<file path="config.mk">
export PLATFORM = sky130hd
export DESIGN_NAME = tss_reg_slave
export DESIGN_NICKNAME = d
export VERILOG_FILES = /design/src/rtl/tss_pkg.sv /design/src/rtl/tss_pin_sync.sv /design/src/rtl/tss_bus_ctrl.sv /design/src/rtl/tss_reg_bank.sv /design/src/rtl/tss_reg_slave.sv
export SDC_FILE = /design/constraint.sdc
export NUM_CORES = 1
export LEC_CHECK = 0
export CELL_PAD_IN_SITES_DETAIL_PLACEMENT = 0
export CELL_PAD_IN_SITES_GLOBAL_PLACEMENT = 1
export CORE_MARGIN = 2
export CORE_UTILIZATION = 50
export DETAILED_ROUTE_END_ITERATION = 7
export DONT_BUFFER_PORTS = 1
export PLACE_DENSITY_LB_ADDON = 0.1
export SETUP_SLACK_MARGIN = 0.3
export SYNTH_ARGS = -nofsm -noshare
export SYNTH_HDL_FRONTEND = slang
export SYNTH_SLANG_ARGS = --single-unit
</file>
<file path="constraint.sdc">
create_clock -name clk -period 2.1 [get_ports clk]
set_clock_uncertainty 0.05 [all_clocks]
set_input_delay 0.105 -clock clk [delete_from_list [all_inputs] [get_ports clk]]
set_output_delay 0.105 -clock clk [all_outputs]
set_load 0.01 [all_outputs]
</file>
<file path="src/rtl/tss_pkg.sv">
package tss_pkg;
    typedef enum logic [2:0] {
        S_IDLE, S_ADDR, S_AACK, S_WRB, S_WACK, S_RDB, S_RACK
    } bus_st_e;

    localparam logic [2:0] P_CAP  = 3'd0;
    localparam logic [2:0] P_CFG  = 3'd1;
    localparam logic [2:0] P_UP   = 3'd2;
    localparam logic [2:0] P_LO   = 3'd3;
    localparam logic [2:0] P_CRIT = 3'd4;
    localparam logic [2:0] P_TEMP = 3'd5;

    localparam logic [15:0] CFG_WMASK  = 16'h07CF;
    localparam logic [15:0] TRIP_MASK  = 16'h1FFC;
endpackage

</file>
<file path="src/rtl/tss_pin_sync.sv">
module tss_pin_sync #(
    parameter int W = 2
) (
    input  logic         clk,
    input  logic         rst_n,
    input  logic [W-1:0] pin_i,
    output logic [W-1:0] lvl_o,
    output logic [W-1:0] rise_o,
    output logic [W-1:0] fall_o
);
    typedef struct packed {
        logic [W-1:0] s1;
        logic [W-1:0] s2;
        logic [W-1:0] s3;
    } sync_t;

    sync_t sync_d, sync_q;

    always_comb begin
        sync_d    = sync_q;
        sync_d.s1 = pin_i;
        sync_d.s2 = sync_q.s1;
        sync_d.s3 = sync_q.s2;
    end

    always_ff @(posedge clk or negedge rst_n) begin
        if (!rst_n) sync_q <= '{s1: '1, s2: '1, s3: '1};
        else        sync_q <= sync_d;
    end

    for (genvar i = 0; i < W; i++) begin : g_edge
        assign lvl_o[i]  = sync_q.s2[i];
        assign rise_o[i] = sync_q.s2[i] & ~sync_q.s3[i];
        assign fall_o[i] = ~sync_q.s2[i] & sync_q.s3[i];
    end
endmodule

</file>
<file path="src/rtl/tss_bus_ctrl.sv">
module tss_bus_ctrl
    import tss_pkg::*;
#(
    parameter logic [3:0] ADDR_HI = 4'b0011,
    parameter int         STRAP_W = 3
) (
    input  logic               clk,
    input  logic               rst_n,
    input  logic               scl_lvl_i,
    input  logic               scl_rise_i,
    input  logic               scl_fall_i,
    input  logic               sda_lvl_i,
    input  logic               sda_rise_i,
    input  logic               sda_fall_i,
    input  logic [STRAP_W-1:0] strap_i,
    input  logic [15:0]        rd_word_i,
    output logic               wr_stb_o,
    output logic [1:0]         wr_idx_o,
    output logic [7:0]         wr_data_o,
    output logic               sda_oe_o
);
    localparam int CNT_W = 4;

    typedef struct packed {
        bus_st_e          st;
        logic [CNT_W-1:0] cnt;
        logic [7:0]       sh;
        logic [7:0]       tx;
        logic [7:0]       lsb;
        logic             rw;
        logic             mack;
        logic             oe;
        logic [1:0]       idx;
        logic             wr_stb;
        logic [1:0]       wr_idx;
        logic [7:0]       wr_data;
    } bus_t;

    bus_t bus_d, bus_q;
    logic start_c, stop_c;
    logic [6:0] my_addr;

    assign start_c = sda_fall_i & scl_lvl_i;
    assign stop_c  = sda_rise_i & scl_lvl_i;
    assign my_addr = {ADDR_HI, strap_i};

    always_comb begin
        bus_d        = bus_q;
        bus_d.wr_stb = 1'b0;
        if (start_c) begin
            bus_d.st  = S_ADDR;
            bus_d.cnt = '0;
            bus_d.oe  = 1'b0;
            bus_d.idx = 2'd0;
        end else if (stop_c) begin
            bus_d.st = S_IDLE;
            bus_d.oe = 1'b0;
        end else begin
            case (bus_q.st)
                S_ADDR, S_WRB: begin
                    if (scl_rise_i) begin
                        bus_d.sh  = {bus_q.sh[6:0], sda_lvl_i};
                        bus_d.cnt = bus_q.cnt + 1'b1;
                    end else if (scl_fall_i && bus_q.cnt == 4'd8) begin
                        if (bus_q.st == S_ADDR) begin
                            if (bus_q.sh[7:1] == my_addr) begin
                                bus_d.st = S_AACK;
                                bus_d.oe = 1'b1;
                                bus_d.rw = bus_q.sh[0];
                            end else begin
                                bus_d.st = S_IDLE;
                            end
                        end else begin
                            bus_d.st      = S_WACK;
                            bus_d.oe      = 1'b1;
                            bus_d.wr_stb  = 1'b1;
                            bus_d.wr_idx  = bus_q.idx;
                            bus_d.wr_data = bus_q.sh;
                            if (bus_q.idx != 2'd3) bus_d.idx = bus_q.idx + 1'b1;
                        end
                    end
                end
                S_AACK: begin
                    if (scl_fall_i) begin
                        bus_d.cnt = '0;
                        if (bus_q.rw) begin
                            bus_d.st  = S_RDB;
                            bus_d.tx  = rd_word_i[15:8];
                            bus_d.lsb = rd_word_i[7:0];
                            bus_d.oe  = ~rd_word_i[15];
                        end else begin
                            bus_d.st = S_WRB;
                            bus_d.oe = 1'b0;
                        end
                    end
                end
                S_WACK: begin
                    if (scl_fall_i) begin
                        bus_d.st  = S_WRB;
                        bus_d.oe  = 1'b0;
                        bus_d.cnt = '0;
                    end
                end
                S_RDB: begin
                    if (scl_rise_i) begin
                        bus_d.cnt = bus_q.cnt + 1'b1;
                    end else if (scl_fall_i) begin
                        if (bus_q.cnt == 4'd8) begin
                            bus_d.st = S_RACK;
                            bus_d.oe = 1'b0;
                        end else begin
                            bus_d.tx = {bus_q.tx[6:0], 1'b0};
                            bus_d.oe = ~bus_q.tx[6];
                        end
                    end
                end
                S_RACK: begin
                    if (scl_rise_i) begin
                        bus_d.mack = ~sda_lvl_i;
                    end else if (scl_fall_i) begin
                        if (bus_q.mack) begin
                            bus_d.st  = S_RDB;
                            bus_d.cnt = '0;
                            bus_d.tx  = bus_q.lsb;
                            bus_d.lsb = 8'h00;
                            bus_d.oe  = ~bus_q.lsb[7];
                        end else begin
                            bus_d.st = S_IDLE;
                        end
                    end
                end
                default: bus_d.oe = 1'b0;
            endcase
        end
    end

    always_ff @(posedge clk or negedge rst_n) begin
        if (!rst_n) bus_q <= '{st: S_IDLE, default: '0};
        else        bus_q <= bus_d;
    end

    assign wr_stb_o  = bus_q.wr_stb;
    assign wr_idx_o  = bus_q.wr_idx;
    assign wr_data_o = bus_q.wr_data;
    assign sda_oe_o  = bus_q.oe;


    oe_phase_chk: assert property (@(posedge clk) disable iff (!rst_n)
        sda_oe_o |-> (bus_q.st != S_IDLE && bus_q.st != S_ADDR && bus_q.st != S_WRB));


    ack_match_chk: assert property (@(posedge clk) disable iff (!rst_n)
        (bus_q.st == S_AACK) |-> (bus_q.sh[7:1] == my_addr));
endmodule

</file>
<file path="src/rtl/tss_reg_bank.sv">
module tss_reg_bank
    import tss_pkg::*;
#(
    parameter logic [15:0] CAP_VALUE = 16'h0001
) (
    input  logic        clk,
    input  logic        rst_n,
    input  logic        wr_stb_i,
    input  logic [1:0]  wr_idx_i,
    input  logic [7:0]  wr_data_i,
    input  logic [15:0] temp_i,
    input  logic        evt_status_i,
    output logic [15:0] rd_word_o,
    output logic [15:0] cfg_o,
    output logic [15:0] upper_o,
    output logic [15:0] lower_o,
    output logic [15:0] crit_o,
    output logic        clr_evt_o
);
    typedef struct packed {
        logic [2:0]  ptr;
        logic [7:0]  msb;
        logic [15:0] cfg;
        logic [15:0] up;
        logic [15:0] lo;
        logic [15:0] crit;
        logic        clr;
    } bank_t;

    bank_t bank_d, bank_q;
    logic [15:0] word_c;
    logic        locked_c;

    assign word_c   = {bank_q.msb, wr_data_i};
    assign locked_c = bank_q.cfg[6] | bank_q.cfg[7];

    always_comb begin
        bank_d     = bank_q;
        bank_d.clr = 1'b0;
        if (wr_stb_i) begin
            case (wr_idx_i)
                2'd0: bank_d.ptr = wr_data_i[2:0];
                2'd1: bank_d.msb = wr_data_i;
                2'd2: begin
                    case (bank_q.ptr)
                        P_CFG: begin
                            bank_d.cfg = word_c & CFG_WMASK;
                            if (locked_c) bank_d.cfg[1:0] = bank_q.cfg[1:0];
                            bank_d.cfg[6] = word_c[6] | bank_q.cfg[6];
                            bank_d.cfg[7] = word_c[7] | bank_q.cfg[7];
                            bank_d.clr    = word_c[5];
                        end
                        P_UP:   if (!bank_q.cfg[6]) bank_d.up   = word_c & TRIP_MASK;
                        P_LO:   if (!bank_q.cfg[6]) bank_d.lo   = word_c & TRIP_MASK;
                        P_CRIT: if (!bank_q.cfg[7]) bank_d.crit = word_c & TRIP_MASK;
                        default: ;
                    endcase
                end
                default: ;
            endcase
        end
    end

    always_ff @(posedge clk or negedge rst_n) begin
        if (!rst_n) bank_q <= '0;
        else        bank_q <= bank_d;
    end

    always_comb begin
        cfg_o = bank_q.cfg | {11'd0, evt_status_i, 4'd0};
        case (bank_q.ptr)
            P_CAP:   rd_word_o = CAP_VALUE;
            P_CFG:   rd_word_o = cfg_o;
            P_UP:    rd_word_o = bank_q.up;
            P_LO:    rd_word_o = bank_q.lo;
            P_CRIT:  rd_word_o = bank_q.crit;
            P_TEMP:  rd_word_o = temp_i;
            default: rd_word_o = 16'h0000;
        endcase
    end

    assign upper_o   = bank_q.up;
    assign lower_o   = bank_q.lo;
    assign crit_o    = bank_q.crit;
    assign clr_evt_o = bank_q.clr;


    alarm_lock_chk: assert property (@(posedge clk) disable iff (!rst_n)
        bank_q.cfg[6] |=> ($stable(upper_o) && $stable(lower_o)));


    crit_lock_chk: assert property (@(posedge clk) disable iff (!rst_n)
        bank_q.cfg[7] |=> $stable(crit_o));


    mode_lock_chk: assert property (@(posedge clk) disable iff (!rst_n)
        (bank_q.cfg[6] | bank_q.cfg[7]) |=> $stable(cfg_o[1:0]));


    lock_sticky_chk: assert property (@(posedge clk) disable iff (!rst_n)
        (bank_q.cfg[6] | bank_q.cfg[7]) |=> ($countones(cfg_o[7:6]) >= $countones($past(cfg_o[7:6]))));


    clr_pulse_chk: assert property (@(posedge clk) disable iff (!rst_n)
        clr_evt_o |=> !clr_evt_o);


    trip_rsvd_chk: assert property (@(posedge clk) disable iff (!rst_n)
        ((upper_o | lower_o | crit_o) & ~TRIP_MASK) == 16'h0000);
endmodule

</file>
<file path="src/rtl/tss_reg_slave.sv">
module tss_reg_slave
    import tss_pkg::*;
#(
    parameter logic [3:0]  ADDR_HI   = 4'b0011,
    parameter logic [15:0] CAP_VALUE = 16'h0001
) (
    input  logic        clk,
    input  logic        rst_n,
    input  logic        scl_i,
    input  logic        sda_i,
    output logic        sda_oe_o,
    input  logic [2:0]  strap_i,
    input  logic [15:0] temp_i,
    input  logic        evt_status_i,
    output logic [15:0] cfg_o,
    output logic [15:0] upper_o,
    output logic [15:0] lower_o,
    output logic [15:0] crit_o,
    output logic        clr_evt_o
);
    logic [1:0]  lvl, rise, fall;
    logic        wr_stb;
    logic [1:0]  wr_idx;
    logic [7:0]  wr_data;
    logic [15:0] rd_word;

    tss_pin_sync #(.W(2)) i_sync (
        .clk    (clk),
        .rst_n  (rst_n),
        .pin_i  ({sda_i, scl_i}),
        .lvl_o  (lvl),
        .rise_o (rise),
        .fall_o (fall)
    );

    tss_bus_ctrl #(.ADDR_HI(ADDR_HI), .STRAP_W(3)) i_bus (
        .clk        (clk),
        .rst_n      (rst_n),
        .scl_lvl_i  (lvl[0]),
        .scl_rise_i (rise[0]),
        .scl_fall_i (fall[0]),
        .sda_lvl_i  (lvl[1]),
        .sda_rise_i (rise[1]),
        .sda_fall_i (fall[1]),
        .strap_i    (strap_i),
        .rd_word_i  (rd_word),
        .wr_stb_o   (wr_stb),
        .wr_idx_o   (wr_idx),
        .wr_data_o  (wr_data),
        .sda_oe_o   (sda_oe_o)
    );

    tss_reg_bank #(.CAP_VALUE(CAP_VALUE)) i_bank (
        .clk          (clk),
        .rst_n        (rst_n),
        .wr_stb_i     (wr_stb),
        .wr_idx_i     (wr_idx),
        .wr_data_i    (wr_data),
        .temp_i       (temp_i),
        .evt_status_i (evt_status_i),
        .rd_word_o    (rd_word),
        .cfg_o        (cfg_o),
        .upper_o      (upper_o),
        .lower_o      (lower_o),
        .crit_o       (crit_o),
        .clr_evt_o    (clr_evt_o)
    );
endmodule

</file>
# Yosys cells after proc, flatten, opt, wreduce, memory -nomap -nowiden

Index checks and enable logic that the tools add are counted.
W data, S select, Z words.

Bits in registers: 107

Reductions and logical operators: 28
Bitwise operators: 24
Add/subtract/negate cells: 2
Eq/ne operators: 45
Mux-type cells: 63

Operators by type and width:

| cell                 | number |
|---|---|
| $pmux W16 S6         | 1 |
| $mux W16             | 5 |
| $mux W13             | 3 |
| $mux W7              | 5 |
| $pmux W7 S5          | 1 |
| $mux W8              | 4 |
| $mux W3              | 10 |
| $mux W30             | 1 |
| $mux W14             | 2 |
| $ne A4 B1 Y1 const B | 7 |
| $pmux W8 S3          | 1 |
| $reduce_and A4 Y1    | 6 |
| $mux W1              | 22 |
| $reduce_and A10 Y1   | 2 |
| $ne A3 B1 Y1 const B | 6 |
| $pmux W8 S2          | 1 |
| $eq A3 B3 Y1 const B | 5 |
| $ne A2 B1 Y1 const B | 7 |
| $not A1 Y1           | 14 |
| $eq A3 B2 Y1 const B | 4 |
| $mux W12             | 1 |
| $ne A4 B4 Y1 const B | 3 |
| $reduce_and A6 Y1    | 2 |
| $mux W11             | 1 |
| 30 further kinds     | 48 |

# Depth between registers and ports, before layout

Gate-level depths: netlist of run 1.

Word-level depth: 8
Gate-level depth with buffers: 9
Mapped depth without buffers: 8

# Hierarchy

Synthesis of run 1 repeated with hierarchy kept, for this count alone.

Cell total of the unflattened synthesis: 533
Area total of the unflattened synthesis: 5866.9 um^2

By module, submodules not included:

| module       | instances | cells each | sequential area each (um^2) | area each (um^2) |
|---|---|---|---|---|
| tss_reg_bank | 1         | 233        | 1276.2                      | 2931.6 |
| tss_bus_ctrl | 1         | 288        | 1151.1                      | 2727.6 |
| tss_pin_sync | 1         | 12         | 157.7                       | 207.7 |

# Worst setup path after synthesis of run 1

No wires, ideal clock.

Path kind: flip-flop to flip-flop
Start: reg i_bus.bus_q[40] (netlist name)
End: reg i_bus.bus_q, in the netlist i_bus.wr_data_o[3]
Arrival time: 1.657 ns
Path buffers: 2
Setup slack: 0.268 ns
Setup time: 0.125 ns
Stages on the path, launching flop included: 9
Cells stage by stage: dfrtp_1 > inv_1 > ha_1 > nand3b_1 > nor2_1 > and4_1 > buf_2 > buf_6 > mux2_2

Longest elaborated chain between the ends: 3

RTL lines:

| what                        | line                | source |
|---|---|---|
| start, declared             | tss_bus_ctrl.sv:39  | `bus_t bus_d, bus_q;` |
| start signal, assigned      | tss_bus_ctrl.sv:139 | `else bus_q <= bus_d;` |
| $eq A4 B4 Y1                | tss_bus_ctrl.sv:64  | `end else if (scl_fall_i && bus_q.cnt == 4'd8) begin` |
| $logic_and A1 B1 Y1         | tss_bus_ctrl.sv:64  |  |
| $reduce_and A6 Y1 (no line) | -                   |  |

No other way between the ends.
A chain may end at the register's enable or synchronous reset.

# Worst setup path after layout of run 1

Start: reg i_sync.sync_q[0] (netlist name)
End: reg i_bus.bus_q, in the netlist i_bus.wr_data_o[4]

Longest elaborated chain between the ends: 4
Elaborated cells on any way between the ends: 6

RTL lines:

| what                            | line               | source |
|---|---|---|
| start, declared                 | tss_pin_sync.sv:17 | `sync_t sync_d, sync_q;` |
| start signal, assigned          | tss_pin_sync.sv:27 | `if (!rst_n) sync_q <= '{s1: '1, s2: '1, s3: '1};` |
| start signal, assigned          | tss_pin_sync.sv:28 | `else sync_q <= sync_d;` |
| $not A1 Y1                      | tss_pin_sync.sv:33 | `assign rise_o[i] = sync_q.s2[i] & ~sync_q.s3[i];` |
| $and A1 B1 Y1                   | tss_pin_sync.sv:33 |  |
| $not A1 Y1 (no line)            | -                  |  |
| $reduce_and A6 Y1 (no line) (*) | -                  |  |

Every way passes the cells marked *; elsewhere a longest branch is shown, timed or not.

==> flow_summary.json, run 1 <==
{
  "tns_ns": 0,
  "crit_slowest_cell": "dfstp_2",
  "placed_cells": 574,
  "synth_fa_ha_area_share_pct": 0.875,
  "synth_top_family_by_area": "multiplexers",
  "vias": 3491,
  "drt_wl_total_um": 12400,
  "rsz0062_at_grt": "true",
  "clockBufferDepth": 2,
  "layout.nets": 499,
  "arrival_ns": 2.01,
  "ys_seq_area_share_pct": 47.6,
  "grt_pass1_vias": 3418,
  "grt_usage_pct": 22.0,
  "fin_ws_ns": 0.302,
  "grt_pass1_wl_um": 19300,
  "synth_mux_area_share_pct": 17.5,
  "die_area_um2": 11700,
  "cts_tree": "built",
  "hpwl_um": 8580,
  "p_per_area_nw_per_um2": 823,
  "timing.critical_path.slowest_cell_delay_ns": 0.57,
  "antenna_found_initial": 0,
  "drc": 0,
  "p_int_mw": 3.21,
  "fp.coreArea_um2": 10700,
  "worstPathCellList": "buf_4 > nand2b_4 > nor2_2 > and4_4 > buf_12 > mux2_2",
  "synthToLayoutAreaGrowth_pct": 6.43,
  "synth-seq-cells": 103,
  "rows": 38,
  "clock_latency_ns": 0.37,
  "antennaDiodeCount": 0,
  "start_util_pct": 50.8,
  "mostFrequentLayoutCell": "dfrtp_1",
  "overflow": 0,
  "synth.distinct_cells": 61,
  "fmax_mhz": 556,
  "finalSetupViolCount": 0,
  "finalCriticalPeriod_ns": 1.80,
  "clk_pin_slew_ns": 0.10,
  "hold_class": "in -> async",
  "drive_gt1_share_pct": 36.7,
  "cts-root-buf": "clkbuf_8",
  "cts_max_level": 3,
  "seq_power_share_pct": 48.9,
  "violations": "negative hold slack",
  "synth_compound_gate_area_share_pct": 11.6,
  "netSwitchingPower_mw": 1.54,
  "chipHeight_um": 108,
  "status": "finished, violations left",
  "final_cell_mix": "dfrtp_1 (92), mux2_2 (72), buf_4 (39), nand2_1 (22), conb_1 (21)",
  "period_share_pct": 85.6,
  "ctsHoldBuffers": 5,
  "synth-edff-count": 0,
  "synth_xor_area_share_pct": 0.806,
  "avgSynthCellArea_um2": 11.4,
  "swShare_pct": 32.5,
  "hold_violations": 103,
  "place_ws_ns": 0.125,
  "synthArstFlopShare_pct": 100,
  "crit_type": "reg -> reg",
  "grt_max_degree": 104,
  "yosys_warnings": 0,
  "port_buffers": 0,
  "routedWlPerCell_um": 20.2,
  "slew_violations": 0,
  "syn_area_um2": 5430,
  "whs_ns": -0.633,
  "first_pass_iters": 4,
  "place_congestion": 0.849,
  "start_kind": "flip-flop",
  "ioPinCount": 90,
  "cts_made_buffers": 9,
  "fillers": 923,
  "via_per_inst": 5.66,
  "cp-end-kind": "flip-flop",
  "combPwrFrac_pct": 27.2,
  "p_leak_nw": 2.68,
  "instances_no_fill": 617,
  "synthSimpleGateAreaFrac_pct": 9.95,
  "clkPwrFrac_pct": 23.9,
  "synth_top_flop_cell": "dfrtp_1",
  "cts_num_sinks": 103,
  "cap_viol_max_count": 0,
  "ant_nets": 0,
  "required_ns": 2.31,
  "initialDrtViolationCount": 178,
  "synthCells": 476,
  "fp.dieW_um": 108,
  "ir_worst_vdd_mv": 0.439,
  "critPathMaxFanout": 13
}
[stage by stage]
| step | instance area [um2] | utilization [%] | total power, mW |
|---|---|---|---|
| 2_1_floorplan | 5510 | - | 3.10 |
| 3_3_place_gp | 5270 | 49.3 | 3.32 |
| 3_5_place_dp | 5270 | 49.3 | 3.32 |
| 4_1_cts | 5650 | 52.8 | 4.66 |
| 5_1_grt | 5780 | 54.0 | 5.06 |
| 6_report | 5780 | 54.0 | 4.76 |
[logic make-up (layout without fill, tap and decap cells)]
| logic type | Yosys count | after routing |
|---|---|---|
| flops | 103 | 103 |
| simple gates | 93 | 94 |
| other cells | 1 | 21 |
| mux | 86 | 86 |
| fa+ha+maj | 4 | 4 |
| xor+xnor | 5 | 5 |
| compound gates | 92 | 92 |
| buf+inv | 92 | 72 |
[layer usage]
layer | GRT usage (%) | wire length (um)
met2 | 34.9 | 6010
met4 | 8.79 | 222
met5 | 0 | 0
met1 | 29.9 | 5570
met3 | 4.16 | 642
[repair_timing]
action / in CTS / in global routing
setup buffers: 14 / 7
cloned: 0 / 1
gates resized for setup: 17 / 22
setup endpoints to repair: 41 / 50
hold endpoints to repair: 108 / 103
pin swaps: 6 / 10
[registers in the layout, summed over array words and instances, names as in the netlist]
register          count
i_bus.bus_q          34
i_bank.bank_q        17
i_bank.crit_o        11
i_bank.lower_o       11
i_bank.upper_o       11
i_bus.wr_data_o       8
i_bus.wr_idx_o        2
i_sync.lvl_o          2
i_sync.sync_d         2
i_sync.sync_q         2
i_bank.clr_evt_o      1
i_bus.sda_oe_o        1
i_bus.wr_stb_o        1
[critical path: cells and delay by family, from the launching register on]
kind                   cells  cell delay, ns
multiplexers               1            0.33
flip-flops                 1            0.57
buffers and inverters      2            0.27
AND/OR/NAND/NOR            3            0.47
[path summary, 6_finish.rpt]
check | from | to | slack (ns) | cells past startpoint
min | rst_n | i_bus.bus_q[43]$_DFFE_PN0P_ | -0.63 | 0
max | i_sync.sync_q[0]$_DFF_PN1_ | i_bus.wr_data_o[4]$_DFFE_PN0P_ | 0.30 | 6
min in group clk | temp_i[0] | i_bus.bus_q[16]$_DFFE_PN0P_ | 0.03 | 3
max reg2reg | i_sync.sync_q[0]$_DFF_PN1_ | i_bus.wr_data_o[4]$_DFFE_PN0P_ | 0.30 | 6
min reg2reg | i_sync.sync_d[3]$_DFF_PN1_ | i_sync.lvl_o[1]$_DFF_PN1_ | 0.31 | 0
max in group asynchronous | rst_n | i_sync.sync_q[1]$_DFF_PN1_ | 2.43 | 0
[cells in the mapped netlist (all sizes together) (3+ instances only)]
| library cell | number | area share [%] |
|---|---|---|
| a21oi | 20 | 1.9 |
| a22o | 7 | 1.1 |
| a22oi | 17 | 2.3 |
| buf | 80 | 11 |
| clkbuf | 5 | 0.35 |
| dfrtp | 97 | 45 |
| dfstp | 6 | 2.9 |
| ha | 3 | 0.69 |
| inv | 7 | 0.48 |
| mux2 | 72 | 15 |
| mux2i | 14 | 2.6 |
| nand2 | 26 | 1.8 |
| nand2b | 5 | 0.85 |
| nand3 | 5 | 0.46 |
| nand3b | 5 | 0.92 |
| nor2 | 21 | 1.5 |
| nor2b | 9 | 1.1 |
| nor4 | 3 | 0.35 |
| o21ai | 17 | 1.6 |
| o22ai | 13 | 1.5 |
| xor2 | 4 | 0.64 |
[power groups by stage]
stage	Clock (mW)	Combinational [mW]	Sequential [mW]
final	1.14	1.29	2.32
after global placement	0	0.934	2.38
after CTS	1.19	1.16	2.31
after detailed placement	0	0.935	2.38
after floorplan	0	0.813	2.29
after global routing	1.29	1.43	2.35
[final cells by class]
type                       count  area [um2]  share of cell area, %
timing repair buffer          49         417                   7.21
inverter                       7        26.3                  0.454
sequential                   103        2590                   44.8
multi-input combinational    302        2400                   41.5
clock inverter                 5        41.3                  0.714
tap                          140         175                   3.03
clock buffer                  11         131                   2.27
Power figures use the tool's default switching activity.
==> run 2, diff against run 1 <==
Settings changed: ABC_AREA set to 1, CORE_UTILIZATION 50 to 47, CTS_CLUSTER_DIAMETER set to 50.
==> flow_summary.json, run 2 <==
{
  "layout.nets": 691,
  "required_ns": 2.30,
  "synth_common_cells": "nand2_1 (221), dfrtp_1 (97), o21ai_0 (67)",
  "largest_register": "i_bus.bus_q",
  "slew_violations": 0,
  "syn_area_um2": 5480,
  "fin_ws_ns": 0.417,
  "cts_made_buffers": 9,
  "grt_usage_pct": 21.6,
  "place_area_um2": 5230,
  "vias": 4136,
  "synthToLayoutAreaGrowth_pct": 4.25,
  "largest_reg_flops": 34,
  "overflow": 0,
  "mostFrequentLayoutCell": "nand2_1",
  "avgSynthCellArea_um2": 7.94,
  "chipHeight_um": 112,
  "cts_num_sinks": 103,
  "cp-end-kind": "flip-flop",
  "instances_no_fill": 812,
  "synth_area_leader_cell": "dfrtp_1",
  "grt_max_degree": 104,
  "tns_ns": 0,
  "die_area_um2": 12500,
  "ctsHoldBuffers": 6,
  "grt_pass1_vias": 4028,
  "synthArstFlopShare_pct": 100,
  "first_pass_iters": 8,
  "port_buffers": 0,
  "place_congestion": 0.939,
  "p_per_area_nw_per_um2": 876,
  "total_power_mw": 5.00,
  "p_leak_nw": 2.72,
  "yosys_warnings": 0,
  "synth_top_flop_cell": "dfrtp_1",
  "violations": "negative hold slack",
  "fp.coreArea_um2": 11400,
  "finalCoreUtilization_pct": 50.0,
  "status": "finished, violations left",
  "start_kind": "flip-flop",
  "whs_ns": -0.612,
  "placed_cells": 782,
  "top_regs": "i_bus.bus_q: 34 flops, i_bank.bank_q: 17 flops",
  "drt_wl_total_um": 12900,
  "initialDrtViolationCount": 234,
  "rsz0062_at_grt": "true",
  "hold_class": "in -> async",
  "synth.distinct_cells": 33,
  "finalSetupViolCount": 0,
  "clk_pin_slew_ns": 0.07,
  "ir_worst_vdd_mv": 0.496,
  "place_ws_ns": 0.250,
  "arrival_ns": 1.88,
  "final_area_um2": 5710,
  "yosysMostFrequentCell": "nand2_1",
  "antenna_found_initial": 0,
  "rows": 39,
  "netlist.area_leader.share_pct": 44.3,
  "ioPinCount": 90,
  "start_util_pct": 48.0,
  "cts_tree": "built",
  "antennaDiodeCount": 0,
  "hpwl_um": 9230,
  "fillers": 1107,
  "cts_max_level": 3,
  "final_cell_mix": "nand2_1 (217), dfrtp_1 (96), o21ai_0 (67), inv_1 (55), nand3_1 (54)",
  "clockBufferDepth": 2,
  "period_share_pct": 80.1,
  "synth_area_leaders": "dfrtp_1 (44%), nand2_1 (15%), buf_4 (9.0%), o21ai_0 (6.1%), nand3_1 (4.9%)",
  "drc": 0,
  "synth-edff-count": 0,
  "ys_seq_area_share_pct": 47.2,
  "synthCells": 690,
  "finalCriticalPeriod_ns": 1.68,
  "cts-root-buf": "clkbuf_16",
  "routedWlPerCell_um": 15.9,
  "fmax_mhz": 594,
  "fp.dieW_um": 112,
  "hold_violations": 103,
  "multi_input_area_um2": 2180,
  "crit_type": "reg -> reg",
  "grt_pass1_wl_um": 21100,
  "cap_viol_max_count": 0,
  "critPathMaxFanout": 6,
  "ant_nets": 0,
  "via_per_inst": 5.09,
  "seqCellArea_um2": 2590,
  "synth-seq-cells": 103,
  "drive_gt1_share_pct": 12.1,
  "clock_latency_ns": 0.35
}
-- run 2: changes by cell type after synthesis, sizes merged, moves of 22 or more --
cell   delta
nand3    +53
o21ai    +63
nor2     +22
mux2     -72
inv      +56
nand2   +199
-- run 2: logic make-up (layout without fill, tap and decap cells) --
logic type	Yosys count	count (layout)	share of synthesized area, %
other cells	1	21	0.0685
buf+inv	145	104	15.0
compound gates	99	99	10.6
xor+xnor	1	1	0.160
flops	103	103	47.2
fa+ha+maj	3	3	0.685
simple gates	338	338	26.4
-- run 2: final cells by class --
type	instances	area share, %
Clock inverter	5	1.01
Multi-Input combinational cell	462	38.3
Sequential cell	103	45.3
Timing Repair Buffer	24	3.86
Inverter	64	4.38
Clock buffer	11	4.08
Tap cell	143	3.13
-- run 2: power breakdown --
group	switching, mW	internal [mW]
sequential	0.122	2.11
combinational	0.723	0.356
clock	0.763	0.928
total	1.61	3.40
-- run 2: worst max-delay path, cell delays in order (launching register included) --
cell and delay (ns):
dfrtp_1 0.40, inv_1 0.10, nand3_1 0.23, clkinvlp_4 0.19, buf_12 0.16, a22oi_1 0.14, nand3_1 0.15, nand2_1 0.11
nand2_1 0.05
-- run 2: timing repair --
action / 4_1_cts / 5_1_grt
resized for setup: 1 / 14
hold endpoints to repair: 109 / 103
buffers inserted: 2 / 6
endpoints found under the setup margin: 17 / 41
-- run 2: path summary, 6_finish.rpt --
path,slack [ns],depth (start not counted),start,to
worst max-delay path,0.42,8,i_bank.bank_q[74]$_DFFE_PN0P_,i_bus.bus_q[23]$_DFFE_PN0P_
max in group asynchronous,2.40,0,rst_n,i_sync.sync_d[2]$_DFF_PN1_
worst min register to register,0.31,0,i_sync.sync_d[3]$_DFF_PN1_,i_sync.lvl_o[1]$_DFF_PN1_
worst min-delay path,-0.61,0,rst_n,i_bank.upper_o[11]$_DFFE_PN0P_
min in group clk,0.01,4,temp_i[2],i_bus.bus_q[18]$_DFFE_PN0P_
worst max register to register,0.42,8,i_bank.bank_q[74]$_DFFE_PN0P_,i_bus.bus_q[23]$_DFFE_PN0P_
-- run 2: per-layer routing --
| layer | track usage (%) | up-vias | routed length, um |
|---|---|---|---|
| li1 | - | 2067 | - |
| met1 | 28.7 | 1916 | 5830 |
| met2 | 33.7 | 127 | 5940 |
| met3 | 3.76 | 26 | 655 |
| met4 | 12.0 | 0 | 519 |
| met5 | 0 | - | 0 |
